===== config.mk =====
export PLATFORM = sky130hd
export DESIGN_NAME = dbgpin_responder
export DESIGN_NICKNAME = d
export VERILOG_FILES = /design/src/rtl/dbgpin_pkg.sv /design/src/rtl/dbgpin_sync_detect.sv /design/src/rtl/dbgpin_cmd_decode.sv /design/src/rtl/dbgpin_pulse_seq.sv /design/src/rtl/dbgpin_responder.sv
export SDC_FILE = /design/constraint.sdc
export NUM_CORES = 1
export LEC_CHECK = 0
export BUFFER_PORTS_ARGS = -buffer_cell sky130_fd_sc_hd__buf_2
export CORE_MARGIN = 1
export CORE_UTILIZATION = 25
export DETAILED_ROUTE_END_ITERATION = 6
export PLACE_DENSITY = 0.46
export SYNTH_ARGS = -nofsm -noshare
export SYNTH_HDL_FRONTEND = slang
export SYNTH_SLANG_ARGS = --single-unit

===== constraint.sdc =====
create_clock -name clk -period 5.76 [get_ports clk]
set_clock_uncertainty 0.1 [all_clocks]
set_input_delay 0.288 -clock clk [delete_from_list [all_inputs] [get_ports clk]]
set_output_delay 0.288 -clock clk [all_outputs]
set_load 0.01 [all_outputs]

===== src/rtl/dbgpin_pkg.sv =====
package dbgpin_pkg;

  // Pulse sequencer phases
  typedef enum logic [1:0] {
    SQ_IDLE = 2'd0,
    SQ_GAP  = 2'd1,
    SQ_LOW  = 2'd2,
    SQ_KICK = 2'd3
  } seq_state_t;

  function automatic int max3(input int a, input int b, input int c);
    int m;
    m = (a > b) ? a : b;
    return (m > c) ? m : c;
  endfunction

endpackage


===== src/rtl/dbgpin_sync_detect.sv =====
module dbgpin_sync_detect #(
  parameter int MIN_LOW = 128
) (
  input  logic clk,
  input  logic rst,
  input  logic pin_in,
  input  logic hold,
  output logic sync_req
);
  localparam int CW = $clog2(MIN_LOW + 1);
  localparam logic [CW-1:0] LOW_SAT = CW'(MIN_LOW);

  logic [CW-1:0] low_run;

  // Count consecutive low samples (saturating); fire on the first high sample
  always_ff @(posedge clk) begin
    if (rst) begin
      low_run  <= '0;
      sync_req <= 1'b0;
    end else begin
      sync_req <= 1'b0;
      if (hold) begin
        low_run <= '0;
      end else if (!pin_in) begin
        if (low_run != LOW_SAT) low_run <= low_run + 1'b1;
      end else begin
        sync_req <= (low_run == LOW_SAT);
        low_run  <= '0;
      end
    end
  end

endmodule


===== src/rtl/dbgpin_cmd_decode.sv =====
module dbgpin_cmd_decode #(
  parameter int              CMD_W    = 8,
  parameter logic [CMD_W-1:0] CODE_ON  = 8'h02,
  parameter logic [CMD_W-1:0] CODE_OFF = 8'h03
) (
  input  logic             clk,
  input  logic             rst,
  input  logic             accept,
  input  logic             cmd_valid,
  input  logic [CMD_W-1:0] cmd_byte,
  input  logic             cmd_done,
  output logic             hs_en,
  output logic             ack_req
);
  logic take, is_on, is_off;

  always_comb begin
    take    = accept && cmd_valid;
    is_on   = take && (cmd_byte == CODE_ON);
    is_off  = take && (cmd_byte == CODE_OFF);
    // Enable acknowledges itself; a disable in the same cycle suppresses done
    ack_req = is_on || (accept && cmd_done && hs_en && !is_off);
  end

  always_ff @(posedge clk) begin
    if (rst)         hs_en <= 1'b0;
    else if (is_on)  hs_en <= 1'b1;
    else if (is_off) hs_en <= 1'b0;
  end

endmodule


===== src/rtl/dbgpin_pulse_seq.sv =====
module dbgpin_pulse_seq
  import dbgpin_pkg::*;
#(
  parameter int SYNC_GAP = 16,
  parameter int SYNC_LOW = 128,
  parameter int ACK_IDLE = 1,
  parameter int ACK_LOW  = 16
) (
  input  logic clk,
  input  logic rst,
  input  logic start_sync,
  input  logic start_ack,
  output logic drv_en,
  output logic drv_val,
  output logic busy
);
  localparam int MAXLEN = max3(SYNC_GAP, SYNC_LOW, max3(ACK_IDLE, ACK_LOW, 1));
  localparam int CW     = $clog2(MAXLEN + 1);

  seq_state_t    state;
  logic [CW-1:0] cnt;
  logic [CW-1:0] gap_last;
  logic [CW-1:0] low_last;

  assign busy = (state != SQ_IDLE);

  always_ff @(posedge clk) begin
    if (rst) begin
      state    <= SQ_IDLE;
      cnt      <= '0;
      gap_last <= '0;
      low_last <= '0;
      drv_en   <= 1'b0;
      drv_val  <= 1'b0;
    end else begin
      unique case (state)
        SQ_IDLE: begin
          cnt <= '0;
          if (start_sync) begin
            state    <= SQ_GAP;
            gap_last <= CW'(SYNC_GAP - 1);
            low_last <= CW'(SYNC_LOW - 1);
          end else if (start_ack) begin
            state    <= SQ_GAP;
            gap_last <= CW'(ACK_IDLE - 1);
            low_last <= CW'(ACK_LOW - 1);
          end
        end
        SQ_GAP: begin
          if (cnt == gap_last) begin
            state   <= SQ_LOW;
            cnt     <= '0;
            drv_en  <= 1'b1;
            drv_val <= 1'b0;
          end else begin
            cnt <= cnt + 1'b1;
          end
        end
        SQ_LOW: begin
          if (cnt == low_last) begin
            state   <= SQ_KICK;
            cnt     <= '0;
            drv_val <= 1'b1;
          end else begin
            cnt <= cnt + 1'b1;
          end
        end
        SQ_KICK: begin
          state   <= SQ_IDLE;
          drv_en  <= 1'b0;
          drv_val <= 1'b0;
        end
        default: state <= SQ_IDLE;
      endcase
    end
  end

endmodule


===== src/rtl/dbgpin_responder.sv =====
module dbgpin_responder #(
  parameter int               CMD_W        = 8,
  parameter logic [CMD_W-1:0] CODE_ON      = 8'h02,
  parameter logic [CMD_W-1:0] CODE_OFF     = 8'h03,
  parameter int               SYNC_MIN_LOW = 128,
  parameter int               SYNC_GAP     = 16,
  parameter int               SYNC_LOW     = 128,
  parameter int               ACK_IDLE     = 1,
  parameter int               ACK_LOW      = 16
) (
  input  logic             clk,
  input  logic             rst,
  input  logic             pin_in,
  input  logic             cmd_valid,
  input  logic [CMD_W-1:0] cmd_byte,
  input  logic             cmd_done,
  output logic             drv_en,
  output logic             drv_val,
  output logic             busy,
  output logic             hs_en
);
  logic sync_req;
  logic ack_req;

  dbgpin_sync_detect #(.MIN_LOW(SYNC_MIN_LOW)) u_detect (
    .clk      (clk),
    .rst      (rst),
    .pin_in   (pin_in),
    .hold     (busy),
    .sync_req (sync_req)
  );

  dbgpin_cmd_decode #(.CMD_W(CMD_W), .CODE_ON(CODE_ON), .CODE_OFF(CODE_OFF)) u_decode (
    .clk       (clk),
    .rst       (rst),
    .accept    (!busy),
    .cmd_valid (cmd_valid),
    .cmd_byte  (cmd_byte),
    .cmd_done  (cmd_done),
    .hs_en     (hs_en),
    .ack_req   (ack_req)
  );

  dbgpin_pulse_seq #(
    .SYNC_GAP (SYNC_GAP),
    .SYNC_LOW (SYNC_LOW),
    .ACK_IDLE (ACK_IDLE),
    .ACK_LOW  (ACK_LOW)
  ) u_seq (
    .clk        (clk),
    .rst        (rst),
    .start_sync (sync_req),
    .start_ack  (ack_req),
    .drv_en     (drv_en),
    .drv_val    (drv_val),
    .busy       (busy)
  );

endmodule


* Word-level counts from Yosys, hierarchy flattened
Cells that the tools add are included.
** Word-level totals
- Bits of input ports :: 13
- Output and inout port bits :: 4
- Register bits :: 38
- Word-level logic and storage cells :: 65
** Operators by class
- Reduce and logical (&&, ||, !) cells :: 22
- Add/subtract/negate cells :: 2
- Mux-type cells :: 19
- Bitwise gates (word level) :: 1
- Equality and inequality tests :: 12
** Operators with widths (number)
- 8-bit two-way mux :: 6
- 8-bit case mux with 3 select lines :: 1
- 8-bit by 1-bit adder with 8-bit output, second input constant :: 2
- 8-bit by 2-bit equality test with 1-bit output, second input constant :: 2
- 8-bit equality test :: 2
- 8-bit equality test, second input constant :: 1
- 2-bit two-way mux :: 4
- 8-bit != test, second input constant :: 1
- 2-bit case mux with 4 select lines :: 1
- 2-bit nonzero test :: 4
- 1-bit logical AND :: 6
- 3-bit AND reduction :: 2
- 3-bit nonzero test :: 2
- 3-bit OR reduction :: 2
- 1-bit two-way mux :: 5
- 2-bit equality test, second input constant :: 2
- 2-bit by 1-bit != test with 1-bit output, second input constant :: 2
- 2-bit AND reduction :: 2
- 3-bit != test, second input constant :: 1
- 1-bit case mux with 3 select lines :: 1
- 2-bit by 1-bit equality test with 1-bit output, second input constant :: 1
- 1-bit logical NOT :: 2
- 2-bit logical NOT :: 1
- 1-bit case mux with 2 select lines :: 1
- other kinds (2) :: 2

* Depth between registers and ports, before layout
Gate-level depths: netlist of run 1.
- Word-level depth :: 10
- Depth in mapped cells :: 7
- Gate-level depth less buffers :: 7

* Modules after synthesis
Synthesis of run 1 repeated with hierarchy kept, for this count alone.
** Second synthesis, totals
- Cells, all modules :: 165
- Area, all modules :: 1395.1 um2
** By module, submodules not included
- dbgpin_pulse_seq :: seq. area each 280.3 um2, cells each 106, instances 1, area each 857.1 um2
- dbgpin_sync_detect :: seq. area each 180.2 um2, cells each 49, instances 1, area each 447.9 um2
- dbgpin_cmd_decode :: seq. area each 20.0 um2, cells each 9, instances 1, area each 86.3 um2
- dbgpin_responder :: seq. area each 0.0 um2, cells each 1, instances 1, area each 3.8 um2

* Worst setup path before layout of run 1
OpenSTA, ideal clock, no wires.
- Path type :: flip-flop to flip-flop
- Start :: reg u_seq.cnt[4]
- End :: reg u_seq.drv_val
- Clock period less this slack :: 1.927 ns
- Buffers on the path :: 1
- Setup time :: 0.134 ns
- Data required time :: 5.526 ns
- Setup slack :: 3.833 ns
- Arrival time :: 1.693 ns
- Stages on the path, launching flop included :: 7
- Cell sequence :: dfxtp_1 -> buf_6 -> or4_1 -> a21o_1 -> o21a_4 -> o311ai_1 -> o41ai_2
** Between the ends
- Longest elaborated chain between the ends :: 3
- Elaborated cells between the ends (all ways) :: 5
- Classes of those cells :: eq/ne (4); reduce/logical (1)
** Ends and longest elaborated chain
- start, declared :: RTL line dbgpin_pulse_seq.sv:21 : logic [CW-1:0] cnt;
- start signal, assigned :: RTL line dbgpin_pulse_seq.sv:56 : cnt <= cnt + 1'b1;
- start signal, assigned :: RTL line dbgpin_pulse_seq.sv:65 : cnt <= cnt + 1'b1;
- 8-bit equality test (on tied branches) :: RTL line dbgpin_pulse_seq.sv:60, dbgpin_pulse_seq.sv:50
- 2-bit by 1-bit != test with 1-bit output (no source line)
- 3-bit AND reduction (no source line) *
- end signal, assigned :: RTL line dbgpin_pulse_seq.sv:54 : drv_val <= 1'b0;
- end signal, assigned :: RTL line dbgpin_pulse_seq.sv:63 : drv_val <= 1'b1;
- end signal, assigned :: RTL line dbgpin_pulse_seq.sv:71 : drv_val <= 1'b0;
- end, declared :: RTL line dbgpin_pulse_seq.sv:14 : output logic drv_val,
Every way passes the cells marked *; elsewhere a longest branch is shown, timed or not.
A chain may end at the register's enable or synchronous reset.

* Final worst setup path of run 1
- Start :: reg u_seq.state[1]
- End :: reg u_seq.state[1]
** Between the ends
- Longest elaborated chain between the ends :: 9
- Elaborated cells between the ends (all ways) :: 19
- Classes of those cells :: eq/ne (6); mux (1); reduce/logical (12)
** Ends and longest elaborated chain
- start, declared :: RTL line dbgpin_pulse_seq.sv:20 : seq_state_t state;
- start signal, assigned :: RTL line dbgpin_pulse_seq.sv:29 : state <= SQ_IDLE;
- start signal, assigned :: RTL line dbgpin_pulse_seq.sv:40 : state <= SQ_GAP;
- start signal, assigned :: RTL line dbgpin_pulse_seq.sv:44 : state <= SQ_GAP;
- 2-bit nonzero test :: RTL line dbgpin_pulse_seq.sv:25 : assign busy = (state != SQ_IDLE);
- 1-bit logical NOT :: RTL line dbgpin_responder.sv:36 : .accept (!busy),
- 1-bit logical AND :: RTL line dbgpin_cmd_decode.sv:18 : take = accept && cmd_valid;
- 1-bit logical AND :: RTL line dbgpin_cmd_decode.sv:20 : is_off = take && (cmd_byte == CODE_OFF);
- 1-bit logical NOT :: RTL line dbgpin_cmd_decode.sv:22 : ack_req = is_on || (accept && cmd_done && hs_en && !is_off);
- 1-bit logical AND :: RTL line dbgpin_cmd_decode.sv:22
- 1-bit logical OR :: RTL line dbgpin_cmd_decode.sv:22
- 3-bit != test (no source line)
- 3-bit AND reduction (no source line)
Parallel ways exist; a longest one is shown, timed or not.

==> results.cfg, run 1 <==
[grt]
grt_util_all_layers = 0.111
grt.overflow.total = 0
first_global_vias = 999
antenna_found_initial = 0
wire_length_of_the_first_global_routing_pass_um = 4660
grt_start_max_net_pins = 19

[sta]
worst_slack_ns = 3.65
max_freq_mhz = 474
worst_pin_slew_ns = 0.595
finalSetupViolations = 0
timing.final.hold_violations = 0
holdWs_ns = 0.204
min_period_ns = 2.11
final.setup.tns_ns = 0
rsz_0062_raised_after_global_routing = false
layout_worst_path_cycle_share = 0.366
slew_viol_final = 0
max-slew-margin-rel = 0.603

[floorplan]
initial_utilization = 0.262
area_inside_the_core_boundary_um2 = 5170
die_height_um = 75.7
fp.dieW_um = 75.7
fp.dieArea_um2 = 5730
ioPinCount = 17
row_count = 26

[synthesis]
yosysWarnings = 0
yosys_register_bits = 24
ys_top_cells_by_count = sky130_fd_sc_hd__dfxtp_1 (24), sky130_fd_sc_hd__nor2_1 (16), sky130_fd_sc_hd__a21oi_1 (13), sky130_fd_sc_hd__nand2_1 (13), sky130_fd_sc_hd__inv_1 (11)
synthesis.area_per_instance_um2 = 8.48
seq_area_frac_synth = 0.354
synth-edff-count = 0
synth_top_area_cell = sky130_fd_sc_hd__dfxtp_1
synth_top_cells_by_area = sky130_fd_sc_hd__dfxtp_1 (35%), sky130_fd_sc_hd__ha_1 (7.4%), sky130_fd_sc_hd__a21oi_1 (4.8%)
yosys.cell_count.top_type = sky130_fd_sc_hd__dfxtp_1
postSynth.asyncResetShare = 0
synth.net_count = 181
synth_top_flop_cell = sky130_fd_sc_hd__dfxtp_1
syn-cell-area_um2 = 1360
synth_top_area_share = 0.354
synthDistinctLibCells = 37
syn-instance-count = 160

[drt]
totalWireLength_um = 2830
route.detailed.wl_per_inst_um = 11.7
routed_via_density = 4.80
drc = 0
detail_route.iter0.violations = 109
detail-route-antenna-nets = 0
first_pass_iters = 4
num_vias = 1166

[placement]
placer_congestion = 0.701
hpwl_um = 2010
detailedPlace.worstSlack_ns = 3.70
port-buffer-count = 16

[power_and_ir_drop]
switch_share = 0.315
power-per-cell-area_nw_per_um2 = 246
power.clock.fraction = 0.266
worst_ir_drop_vdd_mv = 0.0743
total_leakage_power_nw = 0.597
intPower_uw = 258
fin_total_pwr_uw = 376
comb_power_share = 0.247
netSwitchingPower_uw = 118
power.share.sequential = 0.487

[clock_tree]
clock_sinks = 24
cts_setup_buffers = 0
cts_inserted_buffers = 3
clk_transition_reported_paths_ns = 0.08
cts_root_buf = sky130_fd_sc_hd__clkbuf_8
tritoncts = done
cts-hold-fix-buffers = 0
post_cts.resized_instances = 0
clock_insertion_delay_worst_skew_ns = 0.27
cts-root-to-sink-buffers = 2
ctsHtreeMaxLevel = 1

[setup_path]
cp_max_fo = 10
cp_data_arrival_time_ns = 2.16
critPathLaunchType = flip-flop
category_of_the_critical_setup_timing_path = reg -> reg
timing.critical_path.required_ns = 5.81
timing.critical_path.to_type = flip-flop

[outcome]
run_status = finished, final reports clean

[cells_and_area]
fillers = 542
utilization = 0.296
syn2layout_area_growth_pct = 12.9
register_area_um2 = 480
layout-drive-gt1-share = 0.139
nNetsFinal = 196
antenna_cells = 0
multi_input_comb_area_um2 = 795

[min_path]
hold_path.class = in -> reg

[job]
max-cap-violations = 0
-- layout by cell type (no fill, tap or decap), types with 3 or more instances in the layout --
cell / netlist / routed
sky130_fd_sc_hd__nor2b_1: 4 / 4
sky130_fd_sc_hd__nand3_1: 9 / 9
sky130_fd_sc_hd__nor2_1: 16 / 16
sky130_fd_sc_hd__ha_1: 8 / 8
sky130_fd_sc_hd__xor2_1: 5 / 5
sky130_fd_sc_hd__dfxtp_1: 24 / 24
sky130_fd_sc_hd__buf_2: 0 / 16
sky130_fd_sc_hd__o221ai_1: 7 / 7
sky130_fd_sc_hd__and2_1: 5 / 5
sky130_fd_sc_hd__clkbuf_8: 0 / 3
sky130_fd_sc_hd__nand2_1: 13 / 13
sky130_fd_sc_hd__and3_1: 3 / 3
sky130_fd_sc_hd__inv_1: 11 / 11
sky130_fd_sc_hd__a21oi_1: 13 / 13
-- state kept, by name (all words and copies together) (netlist names) --
signal and cells:
u_seq.low_last 1, u_seq.gap_last 1, u_detect.sync_req 1, u_decode.hs_en 1, u_seq.drv_en 1, u_seq.drv_val 1, u_seq.state 2, u_seq.cnt 8
u_detect.low_run 8
-- worst max-delay path, stage by stage, from the launching register on --
cell                       delay, ns
sky130_fd_sc_hd__dfxtp_1        0.40
sky130_fd_sc_hd__inv_1          0.10
sky130_fd_sc_hd__ha_1           0.26
sky130_fd_sc_hd__o41ai_1        0.11
sky130_fd_sc_hd__o221ai_1       0.31
sky130_fd_sc_hd__buf_4          0.26
sky130_fd_sc_hd__o311ai_1       0.33
sky130_fd_sc_hd__o41ai_2        0.12
-- cells by family after synthesis --
logic type                 share of synthesized area
xor gates and xnor gates                      0.0452
muxes                                         0.0147
AOI/OAI and AO/OA                              0.197
and+or+nand+nor                                0.254
adders and majority gates                     0.0737
buffers and inverters                         0.0608
DFF                                            0.354
-- routing by layer --
layer	wire length [um]	track usage	share of wire	vias up
met4	61	0.0679	0.022	0
met1	1460	0.146	0.52	543
met5	0	0	0	-
met2	1210	0.171	0.43	23
met3	98	0.0159	0.035	4
li1	-	-	-	596
-- power groups by stage --
stage / Combinational [mW] / Clock, mW / Sequential [mW]
after floorplan: 0.0659 / 0 / 0.187
after global placement: 0.0959 / 0 / 0.187
after detailed placement: 0.0939 / 0 / 0.187
after CTS: 0.0948 / 0.108 / 0.183
after global routing: 0.108 / 0.111 / 0.185
final: 0.0931 / 0.100 / 0.183
-- area by class of cell --
type,instances,share of cell area
repair buffers,17,0.0571
flip-flops and latches,24,0.313
inverters,11,0.0269
multi-input cells,118,0.518
clock buffers,3,0.0269
well taps,70,0.0571
-- stage by stage --
stage                     cell area, um^2  instances
final                                1530        243
after global routing                 1530        243
after CTS                            1530        243
after detailed placement             1490        240
after global placement               1490        240
after floorplan                      1360        160
-- path summary, 6_finish.rpt --
path / slack [ns] / from / end / cells past startpoint
setup reg to reg: 3.65 / u_seq.state[1] / u_seq.state[1] / 7
hold reg to reg: 0.40 / u_detect.sync_req / u_seq.gap_last[2] / 2
hold / removal: 0.20 / pin_in / u_detect.sync_req / 2
setup / recovery: 3.65 / u_seq.state[1] / u_seq.state[1] / 7
No activity file was read; power rests on OpenSTA's default activity.
==> run 2, diff against run 1 <==
Clock period 5.76 ns to 2 ns, I/O delays scaled along.
==> run 2 against run 1 <==
Effect of this change:
- global-route usage decreased by 0.052 points
- critical endpoint unchanged
- utilization increased by 3.0 points
- die area unchanged
- worst hold slack got worse by 0.090 ns
- combinational power increased to 3.7 times the previous value
==> results.cfg, run 2 (same netlist as run 1, synthesis figures left out) <==
[outcome]
run_status = finished, final reports clean

[placement]
hpwl_um = 2200
port-buffer-count = 16
placer_congestion = 0.758

[floorplan]
fp.dieArea_um2 = 5730
die_height_um = 75.7
initial_utilization = 0.262
fp.dieW_um = 75.7
ioPinCount = 17
area_inside_the_core_boundary_um2 = 5170
row_count = 26

[grt]
wire_length_of_the_first_global_routing_pass_um = 4750
antenna_found_initial = 0
grt_start_max_net_pins = 19
grt.overflow.total = 0
grt_util_all_layers = 0.110
first_global_vias = 1009

[power_and_ir_drop]
fin_total_pwr_mw = 1.19
switch_share = 0.301
power-per-cell-area_nw_per_um2 = 709
intPower_uw = 834
power.clock.fraction = 0.276
worst_ir_drop_vdd_mv = 0.335
comb_power_share = 0.287
total_leakage_power_nw = 0.679
power.share.sequential = 0.437
netSwitchingPower_uw = 360

[setup_path]
cpMaxStageDelayCell = sky130_fd_sc_hd__or4_1
crit-reg2reg-launch = u_seq.gap_last[2]
timing.critical_path.required_ns = 2.05
path_depth = 5
ff2ff_path_depth = 5
crit_path_cell_chain = or4_1, a21o_1, o21a_4, o311ai_2, o41ai_2
critical_path.n_buffers_inverters = 0
cp_data_arrival_time_ns = 1.99
category_of_the_critical_setup_timing_path = reg -> reg
cp-endpoint = u_seq.state[1]
critical_path.top_delay_family = compound AO/OA/AOI/OAI gates
critical_path.max_stage_delay_ns = 0.51
critPathLaunchType = flip-flop
rrSetupSlack_ns = 0.06
worstReg2RegEnd = u_seq.state[1]
cp_max_fo = 13
timing.critical_path.to_type = flip-flop
startpoint = u_seq.gap_last[2]

[drt]
route.detailed.wl_per_inst_um = 11.6
num_vias = 1186
drc = 0
totalWireLength_um = 3000
detail-route-antenna-nets = 0
routed_via_density = 4.60
detail_route.iter0.violations = 67
first_pass_iters = 4

[sta]
timing.final.hold_violations = 0
max-slew-margin-rel = 0.739
worst_pin_slew_ns = 0.388
min_period_ns = 1.94
max_freq_mhz = 516
final.setup.tns_ns = 0
layout_worst_path_cycle_share = 0.969
finalSetupViolations = 0
slew_viol_final = 0
rsz_0062_raised_after_global_routing = true

[clock_tree]
clock_sinks = 24
cts-root-to-sink-buffers = 2
ctsHtreeMaxLevel = 1
tritoncts = done
clk_transition_reported_paths_ns = 0.08
clock_insertion_delay_worst_skew_ns = 0.26
cts_setup_buffers = 0
cts_inserted_buffers = 3
cts_root_buf = sky130_fd_sc_hd__clkbuf_8

[cells_and_area]
layout-drive-gt1-share = 0.223
most_common_cell_after_layout_fill_and_taps_aside = sky130_fd_sc_hd__dfxtp_1
nNetsFinal = 210
syn2layout_area_growth_pct = 24.1
antenna_cells = 0
largest_registers = u_detect.low_run x8, u_seq.cnt x8, u_seq.state x2
mostFrequentLayoutCells = sky130_fd_sc_hd__dfxtp_1 (24), sky130_fd_sc_hd__nor2_1 (16), sky130_fd_sc_hd__buf_2 (16), sky130_fd_sc_hd__buf_4 (14)

[min_path]
hold_path.class = in -> reg

[job]
max-cap-violations = 0
run 2: through the flow:
stage / instances / hold WS [ns] / utilization / worst slack, ns / area (um^2)
after global placement: 253 / 0.296 / 0.307 / 0.0412 / 1590
after floorplan: 160 / 0.172 / - / 0.0730 / 1360
after global routing: 258 / 0.156 / 0.326 / 0.000207 / 1690
after detailed placement: 253 / 0.293 / 0.307 / 0.0471 / 1590
final: 258 / 0.114 / 0.326 / 0.0619 / 1690
after CTS: 257 / 0.00275 / 0.318 / 0.0279 / 1640
run 2: cell type report:
type / instances / area (um^2)
timing repair buffer: 31 / 195
fill: 546 / 3490
clock buffer: 4 / 55.1
sequential: 24 / 480
multi-input combinational: 118 / 826
inverter: 11 / 41.3
tap: 70 / 87.6
run 2: worst register-to-register path: cells and delay by family (launching register included):
family | cells | cell delay [ns]
compound gates | 4 | 0.90
simple gates | 1 | 0.51
flops | 1 | 0.31
run 2: worst min path at each step:
stage	end	depth (start not counted)	from
6_report	u_decode.hs_en	2	rst
5_1_grt	u_seq.cnt[5]	2	rst
4_1_cts	u_detect.sync_req	2	pin_in
3_5_place_dp	u_detect.sync_req	2	pin_in
3_3_place_gp	u_detect.sync_req	2	pin_in
2_1_floorplan	u_detect.sync_req	1	pin_in
run 2: power groups by stage:
stage | clock network, mW | logic, mW | registers, mW
6_report | 0.330 | 0.342 | 0.522
5_1_grt | 0.368 | 0.386 | 0.527
4_1_cts | 0.347 | 0.332 | 0.522
3_5_place_dp | 0 | 0.330 | 0.534
3_3_place_gp | 0 | 0.328 | 0.534
2_1_floorplan | 0 | 0.190 | 0.539
run 2: repair_timing:
item                                    CTS  global route
resized for setup                         0             5
hold buffers                              0             1
hold endpoints to repair                  0             1
endpoints found under the setup margin    0             3
run 2: routing by layer:
| metal | vias up | part of all wire | global-route usage |
|---|---|---|---|
| met3 | 4 | 0.031 | 0.0198 |
| li1 | 629 | - | - |
| met4 | 0 | 0.015 | 0.0494 |
| met2 | 22 | 0.43 | 0.160 |
| met1 | 531 | 0.53 | 0.158 |
| met5 | - | 0 | 0 |
==> run 3, diff against run 2 <==
Settings changed: CORE_ASPECT_RATIO set to 0.8.
==> run 3 against run 2 <==
Effect of this change:
- the run now ends with DRC left
- die area about the same
- via count up 0.59%
- critical path depth unchanged
- largest power group unchanged
==> results.cfg, run 3 (same netlist as run 1, synthesis figures left out) <==
[sta]
max_freq_mhz = 511
max-slew-margin-rel = 0.747
final.setup.tns_ns = 0
layout_worst_path_cycle_share = 0.978
slew_viol_final = 0
worst_pin_slew_ns = 0.379
rsz_0062_raised_after_global_routing = true
finalSetupViolations = 0
timing.final.hold_violations = 0
min_period_ns = 1.96
worst_slack_ns = 0.0445

[power_and_ir_drop]
power-per-cell-area_nw_per_um2 = 697
power.clock.fraction = 0.254
intPower_uw = 799
total_leakage_power_nw = 0.696
worst_ir_drop_vdd_mv = 0.321
comb_power_share = 0.299
switch_share = 0.319
netSwitchingPower_uw = 374
power.share.sequential = 0.447

[cells_and_area]
nNetsFinal = 211
multi_input_comb_area_um2 = 823
syn2layout_area_growth_pct = 23.9
fillers = 555
most_common_cell_after_layout_fill_and_taps_aside = sky130_fd_sc_hd__dfxtp_1
register_area_um2 = 483
largest_registers = u_detect.low_run x8, u_seq.cnt x8, u_seq.state x2
finish.instance_area_um2 = 1680
layout-drive-gt1-share = 0.229
antenna_cells = 0
mostFrequentLayoutCells = sky130_fd_sc_hd__dfxtp_1 (22), sky130_fd_sc_hd__nor2_1 (16), sky130_fd_sc_hd__buf_2 (16), sky130_fd_sc_hd__buf_4 (14)
post_layout_nonfiller_instances = 250
utilization = 0.328

[clock_tree]
clk_transition_reported_paths_ns = 0.09
ctsHtreeMaxLevel = 1
clock_insertion_delay_worst_skew_ns = 0.27
clock_sinks = 24
tritoncts = done
cts_root_buf = sky130_fd_sc_hd__clkbuf_8
cts_inserted_buffers = 3
cts-root-to-sink-buffers = 2

[floorplan]
area_inside_the_core_boundary_um2 = 5120
die_height_um = 67.9
fp.dieArea_um2 = 5730
fp.dieW_um = 84.4
initial_utilization = 0.265
ioPinCount = 17
row_count = 23

[drt]
drc = 2
detail_route.iter0.violations = 51
detail-route-antenna-nets = 0
totalWireLength_um = 3230
routed_via_density = 4.77
first_pass_iters = 6
route.detailed.wl_per_inst_um = 12.9
num_vias = 1193

[placement]
detailedPlace.worstSlack_ns = 0.0372
dpl.cell_count = 245
port-buffer-count = 16
placer_congestion = 0.750
dpl-instance-area_um2 = 1590
hpwl_um = 2340

[setup_path]
cp_data_arrival_time_ns = 2.00
cp-endpoint = u_seq.drv_val
rrSetupSlack_ns = 0.04
cpMaxStageDelayCell = sky130_fd_sc_hd__or4_1
timing.critical_path.required_ns = 2.05
critPathLaunchType = flip-flop
timing.critical_path.to_type = flip-flop
crit-reg2reg-launch = u_seq.gap_last[2]
category_of_the_critical_setup_timing_path = reg -> reg
critical_path.max_stage_delay_ns = 0.51
crit_path_cell_chain = or4_1, a21o_1, o21a_4, o311ai_1, o41ai_2
startpoint = u_seq.gap_last[2]
worstReg2RegEnd = u_seq.drv_val
cp_max_fo = 9
ff2ff_path_depth = 5

[grt]
first_global_vias = 1165
grt.overflow.total = 0
grt_start_max_net_pins = 19
antenna_found_initial = 0
grt_util_all_layers = 0.124
wire_length_of_the_first_global_routing_pass_um = 5600

[outcome]
run_status = complete, but fails checks
violations = DRC

[min_path]
hold_path.class = in -> reg

[job]
max-cap-violations = 0
-- run 3: cell types whose count changed in the layout (fill, tap and decap cells not counted), sizes merged --
cell | before | now
clkbuf | 4 | 3
buf | 30 | 31
-- run 3: layout make-up --
cell class / count / share of cell area
multi-input combinational: 118 / 0.490
sequential: 24 / 0.287
timing repair buffer: 32 / 0.128
tap: 62 / 0.0461
clock buffer: 3 / 0.0246
inverter: 11 / 0.0246
-- run 3: power groups by stage --
stage	sequential (mW)	clock [mW]	combinational [mW]
2_1_floorplan	0.539	0	0.190
3_3_place_gp	0.535	0	0.332
3_5_place_dp	0.535	0	0.324
4_1_cts	0.524	0.312	0.329
5_1_grt	0.529	0.336	0.390
6_report	0.524	0.298	0.351
-- run 3: stage by stage --
| step | hold WS, ns | total power, mW |
|---|---|---|
| 3_5_place_dp | 0.288 | 0.859 |
| 4_1_cts | 0.131 | 1.17 |
| 2_1_floorplan | 0.172 | 0.729 |
| 6_report | 0.125 | 1.17 |
| 3_3_place_gp | 0.292 | 0.867 |
| 5_1_grt | 0.161 | 1.25 |
-- run 3: how the worst min path moves through the flow --
stage            from                end  slack, ns  cells past startpoint
6_report          rst     u_decode.hs_en       0.12                      2
2_1_floorplan  pin_in  u_detect.sync_req       0.17                      1
4_1_cts           rst     u_decode.hs_en       0.13                      2
3_3_place_gp   pin_in  u_detect.sync_req       0.29                      2
3_5_place_dp   pin_in  u_detect.sync_req       0.29                      2
5_1_grt           rst     u_decode.hs_en       0.16                      2
-- run 3: per-layer routing --
metal / vias up / GRT usage / wire length, um
met5: - / 0 / 0
met4: 0 / 0.0254 / 17
met3: 2 / 0.0265 / 142
met2: 24 / 0.185 / 1300
met1: 541 / 0.184 / 1780
li1: 626 / - / -
-- run 3: critical path: cells and delay by family (launching register included) --
family	cells	cell delay [ns]
AO/OA/AOI/OAI	4	0.90
AND/OR/NAND/NOR	1	0.51
flip-flops	1	0.32
-- run 3: what timing repair did --
action                                  CTS  global route
buffers inserted                          0             1
endpoints found under the setup margin    0            11
hold endpoints to repair                  1             0
hold buffers                              1             0
gates resized for setup                   0             6
